**src/rtl/tod_pkg.sv**
```systemverilog
package tod_pkg;
  // Field widths fixed by the three time encodings.
  localparam int TOD_SEC_W       = 48;
  localparam int TOD_NS_W        = 32;
  localparam int TOD_FRAC_W      = 16;
  localparam int TOD_INC_NS_W    = 16;
  localparam int TOD_SPAN_NS_W   = 48;
  localparam int TOD_SHORT_SEC_W = 32;
  localparam logic [63:0] TOD_NS_ROLL = 64'd1_000_000_000;
endpackage

```
**src/rtl/tod_frac_ns_step.sv**
```systemverilog
module tod_frac_ns_step #(
  parameter int          NS_W     = 32,
  parameter int          FRAC_W   = 16,
  parameter int          INC_NS_W = 16,
  parameter logic [63:0] NS_ROLL  = 64'd1_000_000_000
) (
  input  logic [NS_W-1:0]     ns_i,
  input  logic [FRAC_W-1:0]   frac_i,
  input  logic [INC_NS_W-1:0] inc_ns_i,
  input  logic [FRAC_W-1:0]   inc_frac_i,
  output logic [NS_W-1:0]     ns_o,
  output logic [FRAC_W-1:0]   frac_o,
  output logic                sec_carry_o
);
  localparam logic [NS_W:0] ROLL = NS_ROLL[NS_W:0];

  logic [FRAC_W:0] frac_sum;
  logic [NS_W:0]   ns_sum;
  logic [NS_W:0]   ns_wrapped;

  // One subtraction is enough: the largest sum is below two billion.
  always_comb begin
    frac_sum    = {1'b0, frac_i} + {1'b0, inc_frac_i};
    ns_sum      = {1'b0, ns_i} + (NS_W+1)'(inc_ns_i) + (NS_W+1)'(frac_sum[FRAC_W]);
    ns_wrapped  = ns_sum - ROLL;
    sec_carry_o = (ns_sum >= ROLL);
    ns_o        = sec_carry_o ? ns_wrapped[NS_W-1:0] : ns_sum[NS_W-1:0];
    frac_o      = frac_sum[FRAC_W-1:0];
  end
endmodule

```
**src/rtl/tod_load_clamp.sv**
```systemverilog
module tod_load_clamp #(
  parameter int          NS_W    = 32,
  parameter logic [63:0] NS_ROLL = 64'd1_000_000_000
) (
  input  logic [NS_W-1:0] ns_i,
  output logic [NS_W-1:0] ns_o
);
  localparam logic [63:0]     ROLL_M1  = NS_ROLL - 64'd1;
  localparam logic [NS_W-1:0] NS_LIMIT = ROLL_M1[NS_W-1:0];

  always_comb begin
    ns_o = (ns_i > NS_LIMIT) ? NS_LIMIT : ns_i;
  end
endmodule

```
**src/rtl/tod_main_counter.sv**
```systemverilog
module tod_main_counter #(
  parameter int          SEC_W    = 48,
  parameter int          NS_W     = 32,
  parameter int          FRAC_W   = 16,
  parameter int          INC_NS_W = 16,
  parameter logic [63:0] NS_ROLL  = 64'd1_000_000_000
) (
  input  logic                clk,
  input  logic                rst_n,
  input  logic [INC_NS_W-1:0] inc_ns_i,
  input  logic [FRAC_W-1:0]   inc_frac_i,
  input  logic                load_i,
  input  logic [SEC_W-1:0]    load_sec_i,
  input  logic [NS_W-1:0]     load_ns_i,
  input  logic [FRAC_W-1:0]   load_frac_i,
  output logic [SEC_W-1:0]    sec_o,
  output logic [NS_W-1:0]     ns_o,
  output logic [FRAC_W-1:0]   frac_o
);
  logic [SEC_W-1:0]  sec_q;
  logic [NS_W-1:0]   ns_q;
  logic [FRAC_W-1:0] frac_q;
  logic [NS_W-1:0]   ns_step;
  logic [FRAC_W-1:0] frac_step;
  logic              sec_carry;
  logic [NS_W-1:0]   ns_loaded;

  tod_frac_ns_step #(
    .NS_W(NS_W), .FRAC_W(FRAC_W), .INC_NS_W(INC_NS_W), .NS_ROLL(NS_ROLL)
  ) u_step (
    .ns_i       (ns_q),
    .frac_i     (frac_q),
    .inc_ns_i   (inc_ns_i),
    .inc_frac_i (inc_frac_i),
    .ns_o       (ns_step),
    .frac_o     (frac_step),
    .sec_carry_o(sec_carry)
  );

  tod_load_clamp #(
    .NS_W(NS_W), .NS_ROLL(NS_ROLL)
  ) u_clamp (
    .ns_i(load_ns_i),
    .ns_o(ns_loaded)
  );

  always_ff @(posedge clk or negedge rst_n) begin
    if (!rst_n) begin
      sec_q  <= '0;
      ns_q   <= '0;
      frac_q <= '0;
    end else if (load_i) begin
      sec_q  <= load_sec_i;
      ns_q   <= ns_loaded;
      frac_q <= load_frac_i;
    end else begin
      sec_q  <= sec_q + SEC_W'(sec_carry);
      ns_q   <= ns_step;
      frac_q <= frac_step;
    end
  end

  assign sec_o  = sec_q;
  assign ns_o   = ns_q;
  assign frac_o = frac_q;
endmodule

```
**src/rtl/tod_span_counter.sv**
```systemverilog
module tod_span_counter #(
  parameter int SPAN_W = 64,
  parameter int INC_W  = 32
) (
  input  logic              clk,
  input  logic              rst_n,
  input  logic [INC_W-1:0]  inc_i,
  input  logic              load_i,
  input  logic [SPAN_W-1:0] load_val_i,
  output logic [SPAN_W-1:0] span_o
);
  logic [SPAN_W-1:0] span_q;

  // The fraction sits in the low bits, so its carry is an ordinary binary carry.
  always_ff @(posedge clk or negedge rst_n) begin
    if (!rst_n) begin
      span_q <= '0;
    end else if (load_i) begin
      span_q <= load_val_i;
    end else begin
      span_q <= span_q + SPAN_W'(inc_i);
    end
  end

  assign span_o = span_q;
endmodule

```
**src/rtl/ptp_tod_clock.sv**
```systemverilog
module ptp_tod_clock
  import tod_pkg::*;
#(
  parameter int          SEC_W       = TOD_SEC_W,
  parameter int          NS_W        = TOD_NS_W,
  parameter int          FRAC_W      = TOD_FRAC_W,
  parameter int          INC_NS_W    = TOD_INC_NS_W,
  parameter int          SPAN_NS_W   = TOD_SPAN_NS_W,
  parameter int          SHORT_SEC_W = TOD_SHORT_SEC_W,
  parameter logic [63:0] NS_ROLL     = TOD_NS_ROLL,
  localparam int TOD_W   = SEC_W + NS_W + FRAC_W,
  localparam int SPAN_W  = SPAN_NS_W + FRAC_W,
  localparam int INC_W   = INC_NS_W + FRAC_W,
  localparam int SHORT_W = SHORT_SEC_W + NS_W
) (
  input  logic               clk,
  input  logic               rst_n,
  input  logic [INC_W-1:0]   incr_i,
  input  logic               tod_load_i,
  input  logic [TOD_W-1:0]   tod_load_val_i,
  input  logic               span_load_i,
  input  logic [SPAN_W-1:0]  span_load_val_i,
  output logic [TOD_W-1:0]   tod96_o,
  output logic [SPAN_W-1:0]  span64_o,
  output logic [SHORT_W-1:0] tod64_o
);
  localparam int NS_LO = FRAC_W;
  localparam int NS_HI = FRAC_W + NS_W - 1;
  localparam int SEC_LO = FRAC_W + NS_W;

  logic [SEC_W-1:0]  sec;
  logic [NS_W-1:0]   ns;
  logic [FRAC_W-1:0] frac;

  tod_main_counter #(
    .SEC_W(SEC_W), .NS_W(NS_W), .FRAC_W(FRAC_W),
    .INC_NS_W(INC_NS_W), .NS_ROLL(NS_ROLL)
  ) u_main (
    .clk        (clk),
    .rst_n      (rst_n),
    .inc_ns_i   (incr_i[INC_W-1:FRAC_W]),
    .inc_frac_i (incr_i[FRAC_W-1:0]),
    .load_i     (tod_load_i),
    .load_sec_i (tod_load_val_i[TOD_W-1:SEC_LO]),
    .load_ns_i  (tod_load_val_i[NS_HI:NS_LO]),
    .load_frac_i(tod_load_val_i[FRAC_W-1:0]),
    .sec_o      (sec),
    .ns_o       (ns),
    .frac_o     (frac)
  );

  tod_span_counter #(
    .SPAN_W(SPAN_W), .INC_W(INC_W)
  ) u_span (
    .clk       (clk),
    .rst_n     (rst_n),
    .inc_i     (incr_i),
    .load_i    (span_load_i),
    .load_val_i(span_load_val_i),
    .span_o    (span64_o)
  );

  // Both encodings of the time come from the same registers.
  assign tod96_o = {sec, ns, frac};
  assign tod64_o = {sec[SHORT_SEC_W-1:0], ns};
endmodule

```
**config.mk**
```make
export PLATFORM = sky130hd
export DESIGN_NAME = ptp_tod_clock
export DESIGN_NICKNAME = d
export VERILOG_FILES = /design/src/rtl/tod_pkg.sv /design/src/rtl/tod_frac_ns_step.sv /design/src/rtl/tod_load_clamp.sv /design/src/rtl/tod_main_counter.sv /design/src/rtl/tod_span_counter.sv /design/src/rtl/ptp_tod_clock.sv
export SDC_FILE = /design/constraint.sdc
export NUM_CORES = 1
export LEC_CHECK = 0
export ABC_CLOCK_PERIOD_IN_PS = 20400
export BUFFER_PORTS_ARGS = -buffer_cell sky130_fd_sc_hd__clkbuf_2
export CORE_AREA = 2 2 164 166
export DETAILED_ROUTE_END_ITERATION = 8
export DIE_AREA = 0 0 166 168
export PLACE_DENSITY = 0.84
export REMOVE_ABC_BUFFERS = 1
export SYNTH_ARGS = -nofsm -noshare
export SYNTH_HDL_FRONTEND = slang
export SYNTH_SLANG_ARGS = --single-unit
```
**constraint.sdc**
```tcl
create_clock -name clk -period 20.4 [get_ports clk]
set_input_delay 3.06 -clock clk [delete_from_list [all_inputs] [get_ports clk]]
set_output_delay 3.06 -clock clk [all_outputs]
set_load 0.01 [all_outputs]
```
# == Word level (Yosys, flattened, before mapping) ==
# Index checks and enable logic that the tools add are counted.
# totals
ff_bits,160
in_bits,196
output_inout_bits,224
elab_cells,18
# op_classes
n_addsub,6
order_cmp,2
n_mux,6
# op_table
op,count
$mux 32,3
$add 64x32->64,1
$mux 64,1
$add 48x1->48,1
$mux 48,1
$add 32x16->33,1
$add 33x1->33,1
$ge 33x30->1 const B,1
$gt 32x30->1 const B,1
$sub 32x30->32 const B,1
$add 16x16->17,1
$mux 16,1

# == Logic depth before layout (Yosys ltp) ==
# depth
ltp_word,5
mapped_depth,40
ltp_nobuf,39

# == Hierarchy ==
# A second synthesis with hierarchy kept.
# hier_totals
hier_cells,1529
hier_area_um2,13690.6
# modules_own_cells
module,instances,cells_each,area_per_inst_um2,seq_area_each_um2
tod_span_counter,1,571,4924.7,1601.5
tod_main_counter,1,404,4707.0,2402.3
tod_frac_ns_step,1,418,3139.3,0.0
ptp_tod_clock,1,64,480.5,0.0
tod_load_clamp,1,72,439.2,0.0

# == Least setup slack after synthesis ==
# No wires, ideal clock.
# synth_path
path_kind,input-to-reg
start,input incr_i[0]
end,register u_main.sec_q[45] (netlist: u_main.sec_o[45])
setup_ns,0.130
arrival_ns,10.352
t_required_ns,20.270
setup_slack_ns,9.918
path_stages,39
n_path_buf,3
cell_sequence,ha_1 > fa_1 > a21o_1 > a21oi_1 > o21bai_1 > a21oi_1 > o21bai_1 > a21oi_1 > o21bai_1 > a21oi_1 > o21ai_0 > a31o_2 > a21o_1 > a21oi_1 > fa_1 > fa_1 > nor2b_1 > o31ai_4 > [... 3 more ...] > xnor2_1 > and4bb_1 > a311oi_1 > o31a_1 > or2_1 > buf_6 > clkinv_4 > ha_1 > nand3_1 > or4_1 > or3_1 > clkbuf_1 > or2_1 > nor2_1 > and4_1 > nand4_1 > xor2_1 > o21ai_1
# synth_via
elab_chain_len,5
# synth_rtl
item,line,text
start: declaration,ptp_tod_clock.sv:18,"input logic [INC_W-1:0] incr_i,"
$add 16x16->17,tod_frac_ns_step.sv:23,"frac_sum = {1'b0, frac_i} + {1'b0, inc_frac_i};"
$add 33x1->33,tod_frac_ns_step.sv:24,"ns_sum = {1'b0, ns_i} + (NS_W+1)'(inc_ns_i) + (NS_W+1)'(frac_sum[FRAC_W]);"
$ge 33x30->1,tod_frac_ns_step.sv:26,sec_carry_o = (ns_sum >= ROLL);
$add 48x1->48,tod_main_counter.sv:57,sec_q <= sec_q + SEC_W'(sec_carry);
$mux 48,tod_main_counter.sv:52,end else if (load_i) begin
end signal: assignment,tod_main_counter.sv:53,sec_q <= load_sec_i;
end signal: assignment,tod_main_counter.sv:57,
end: declaration,tod_main_counter.sv:20,logic [SEC_W-1:0] sec_q;
# No other way between the ends.

# == Final worst setup path ==
# layout_path
start,input incr_i[0]
end,register u_main.sec_q[46] (netlist: u_main.sec_o[46])
# Same word-level chain as after synthesis.

==> flow_summary_export.csv <==
group,metric,value,unit
sta,clock.fmax,86.33,MHz
drt,drt_iter0_markers,763,
critical_path,r2r_slack,11.18,ns
yosys,synth_top_family_by_area,"compound AO/OA/AOI/OAI gates",
drt,detail-route-antenna-nets,0,
power,peakVddDrop,75.20,uV
yosys,yosysWarnings,0,
finish,register_area,0.004004,mm2
power,power.share.combinational,56.6,%
yosys,postSynthAreaPerCell,8.493,um2
cts,clkSlewWorstSetupHoldPaths,0.07,ns
finish,fill_cells,2427,
sta,slew_viol_final,0,
drt,wirelength,36.91,mm
critical_path,start_kind,"input port",
placement,dp_hpwl,28.93,mm
drt,wire_per_inst,17.67,um
yosys,seq_area_frac_synth,33.70,%
finish,drive_gt1_share,28.27,%
yosys,syn_area,0.01188,mm2
global_route,grt_pass1_vias,11140,
global_route,grt.total_usage,25.53,%
critical_path,arrival,11.87,ns
sta,period_share,56.78,%
finish,multi_input_comb_area,0.007054,mm2
cts,cts_hold_buf,0,
power,clockPowerShare,17.5,%
sta,rsz0062_at_grt,"false",
sta,hold_viol,0,
critical_path,cpPeakStageDelay,0.52,ns
global_route,grt_antenna_before_repair,5,
sta,setup_tns,0,ns
placement,portBuffers,419,
die,chipHeight,168,um
critical_path,endpoint_kind,"flop",
run_status,status,"finished clean",
yosys,synth_compound_area_share,20.31,%
power,seqPwrFrac,26.0,%
yosys,synth_xor_area_share,11.06,%
yosys,synth.area.mux_share,1.295,%
die,initial_core_util,45.09,%
critical_path,critPathMaxFanout,18,
finish,syn2layout_area_growth,21.23,%
critical_path,path_common_cell,"a21oi_1",
yosys,yosysUniqueCellTypes,87,
drt,drc,0,
cts,cts_resized,0,
drt,drt-pass1-iter-count,5,
drt,vias_per_cell,5.528,
global_route,grt.overflow.total,0,
cts,cts_made_buffers,17,
sta,finalSetupViolations,0,
die,rows,60,
power,p_int,0.001048,W
power,power.leakage,6.857,nW
power,power_density,134.9,mW/mm2
critical_path,path_class,"in2reg",
sta,holdWs,0.6135,ns
die,num_io_pins,420,
die,core_area,0.02635,mm2
yosys,postSynthCellCount,1399,
cts,cts_setup_buffers,0,
global_route,grt_max_degree,102,
critical_path,cp_top_family,"compound AO/OA/AOI/OAI gates",
cts,cts.sinks,160,
sta,worstMarginPinSlew,1.003,ns
critical_path,cpMaxStageDelayCell,"or2_1",
yosys,synth_top_flop_cell,"dfrtp_1",
cts,clock_path_buffers,2,
sta,skew,0.01775,ns
hold_path,hold_path_class,"reg2reg",
cts,clockRootBuffer,"clkbuf_16",
cts,cts_max_level,4,
cts,cts_tree,"built",
finish,fin_nets,1997,
drt,vias,11540,
sta,period_minus_slack,11.58,ns
global_route,grt_first_pass_wirelength,57.93,mm
cts,clk_latency,0.43,ns
yosys,synth.ff_latch_count,160,
yosys,synth-edff-count,0,
critical_path,crit_buf_inv,3,
critical_path,cp.required,20.69,ns
yosys,yosys.area_share.simple,19.08,%
yosys,synth_async_sr_flop_share,100.0,%
sta,relSlewSlack,32.98,%
power,p_sw_share,46.09,%
die,die_x,166,um
yosys,synth-adder-area-share,7.624,%
die,die-area,0.02789,mm2
run,drv_cap,0,
finish,final_cell_mix,"416 x clkbuf_2, 210 x nand2_1, 160 x dfrtp_1, 142 x o21ai_0, 85 x nor2_1",
finish,final_common_cell,"clkbuf_2",
power,switchingPower,0.0008958,W
placement,gp_congestion,0.8887,
## per-stage QoR
step           cells  instance area, um2  power, W  setup slack [ns]  util, %
6_report        2088               14400  0.001944             8.817    54.66
5_1_grt         2087               14400  0.002082             8.233    54.65
4_1_cts         2085               14400  0.001945             8.891    54.63
3_5_place_dp    2053               13790  0.001595             8.429    52.33
3_3_place_gp    2053               13790  0.001578             8.548    52.33
2_1_floorplan   1286               11200  0.001228             9.836        -
## power groups by stage
stage | Sequential, W | Combinational [W] | Clock (W)
global placement | 0.000506 | 0.00107 | 0
CTS | 0.000503 | 0.00109 | 0.000347
detailed placement | 0.000509 | 0.00109 | 0
floorplan | 0.000536 | 0.000693 | 0
global route | 0.000514 | 0.00121 | 0.000359
finish | 0.000505 | 0.00110 | 0.000339
## worst reg2reg max path, delay by kind of cell (launching register included)
family,cells,cell delay (ns)
AO/OA/AOI/OAI,19,4.17
AND/OR/NAND/NOR,10,2.57
adder cells (fa/ha/maj),6,1.51
flip-flops,1,0.38
buffers and inverters,2,0.34
XOR/XNOR,1,0.13
## worst paths after layout
kind | from | to | cells after the start
setup / recovery | incr_i[0] | u_main.sec_o[46]$_DFF_PN0_ | 39
hold / removal | u_span.span_o[44]$_DFF_PN0_ | u_span.span_o[44]$_DFF_PN0_ | 2
setup reg to reg | u_main.frac_o[0]$_DFF_PN0_ | u_main.sec_o[46]$_DFF_PN0_ | 38
hold reg to reg | u_span.span_o[44]$_DFF_PN0_ | u_span.span_o[44]$_DFF_PN0_ | 2
max in group asynchronous | rst_n | u_main.ns_o[22]$_DFF_PN0_ | 2
min in group asynchronous | rst_n | u_main.frac_o[12]$_DFF_PN0_ | 1
## metal layers
layer	part of all wire, %	vias up	GRT usage [%]
met4	2.7	4	8.544
met3	5.9	64	4.302
met1	43	5502	32.92
li1	-	5545	-
met5	0.070	-	0
met2	49	428	43.68
## sequential cells by signal, summed over array words and instances (netlist names)
register / count
u_main.ns_o: 32
u_main.frac_o: 16
u_main.sec_o: 48
u_span.span_o: 64
## cell type report
class | count | share of cell area (%)
diodes | 3 | 0.05212
multi-input cells | 1089 | 48.98
inverters | 37 | 0.9990
repair buffers | 426 | 15.00
well taps | 341 | 2.962
clock inverters | 14 | 1.233
clock buffers | 18 | 2.980
flip-flops and latches | 160 | 27.80
## cells by family after synthesis
logic type / after synthesis
flops: 160
buf+inv: 150
simple gates: 483
fa+ha+maj: 70
mux: 14
compound gates: 372
xor+xnor: 150
## cell usage after synthesis, drive strengths merged (4+ instances only)
library cell,count,area share [%]
or3,6,0.32
nor2,86,2.7
o31ai,12,0.87
nor3b,5,0.32
xor2,71,5.2
buf,72,4.4
a2111oi,5,0.68
a211o,4,0.29
inv,35,1.1
or2,7,0.37
nand2,211,6.7
o22a,5,0.37
nor3,22,0.97
nand3,41,1.8
and3,27,1.4
a211oi,8,0.59
a31oi,10,0.53
o21ai,151,6.4
a21o,29,1.8
o211ai,11,0.70
nand2b,7,0.37
nor4,11,0.63
ha,66,7.0
mux2,11,1.0
nor2b,12,0.63
fa,4,0.67
nand4,20,1.1
a221oi,4,0.59
and2,14,0.78
dfrtp,160,34
a21oi,69,3.0
xnor2,79,5.8
clkbuf,41,1.3
a22o,6,0.44
o21bai,12,0.76
o21a,12,0.77
Note: power is estimated with default switching activity, not from simulation.
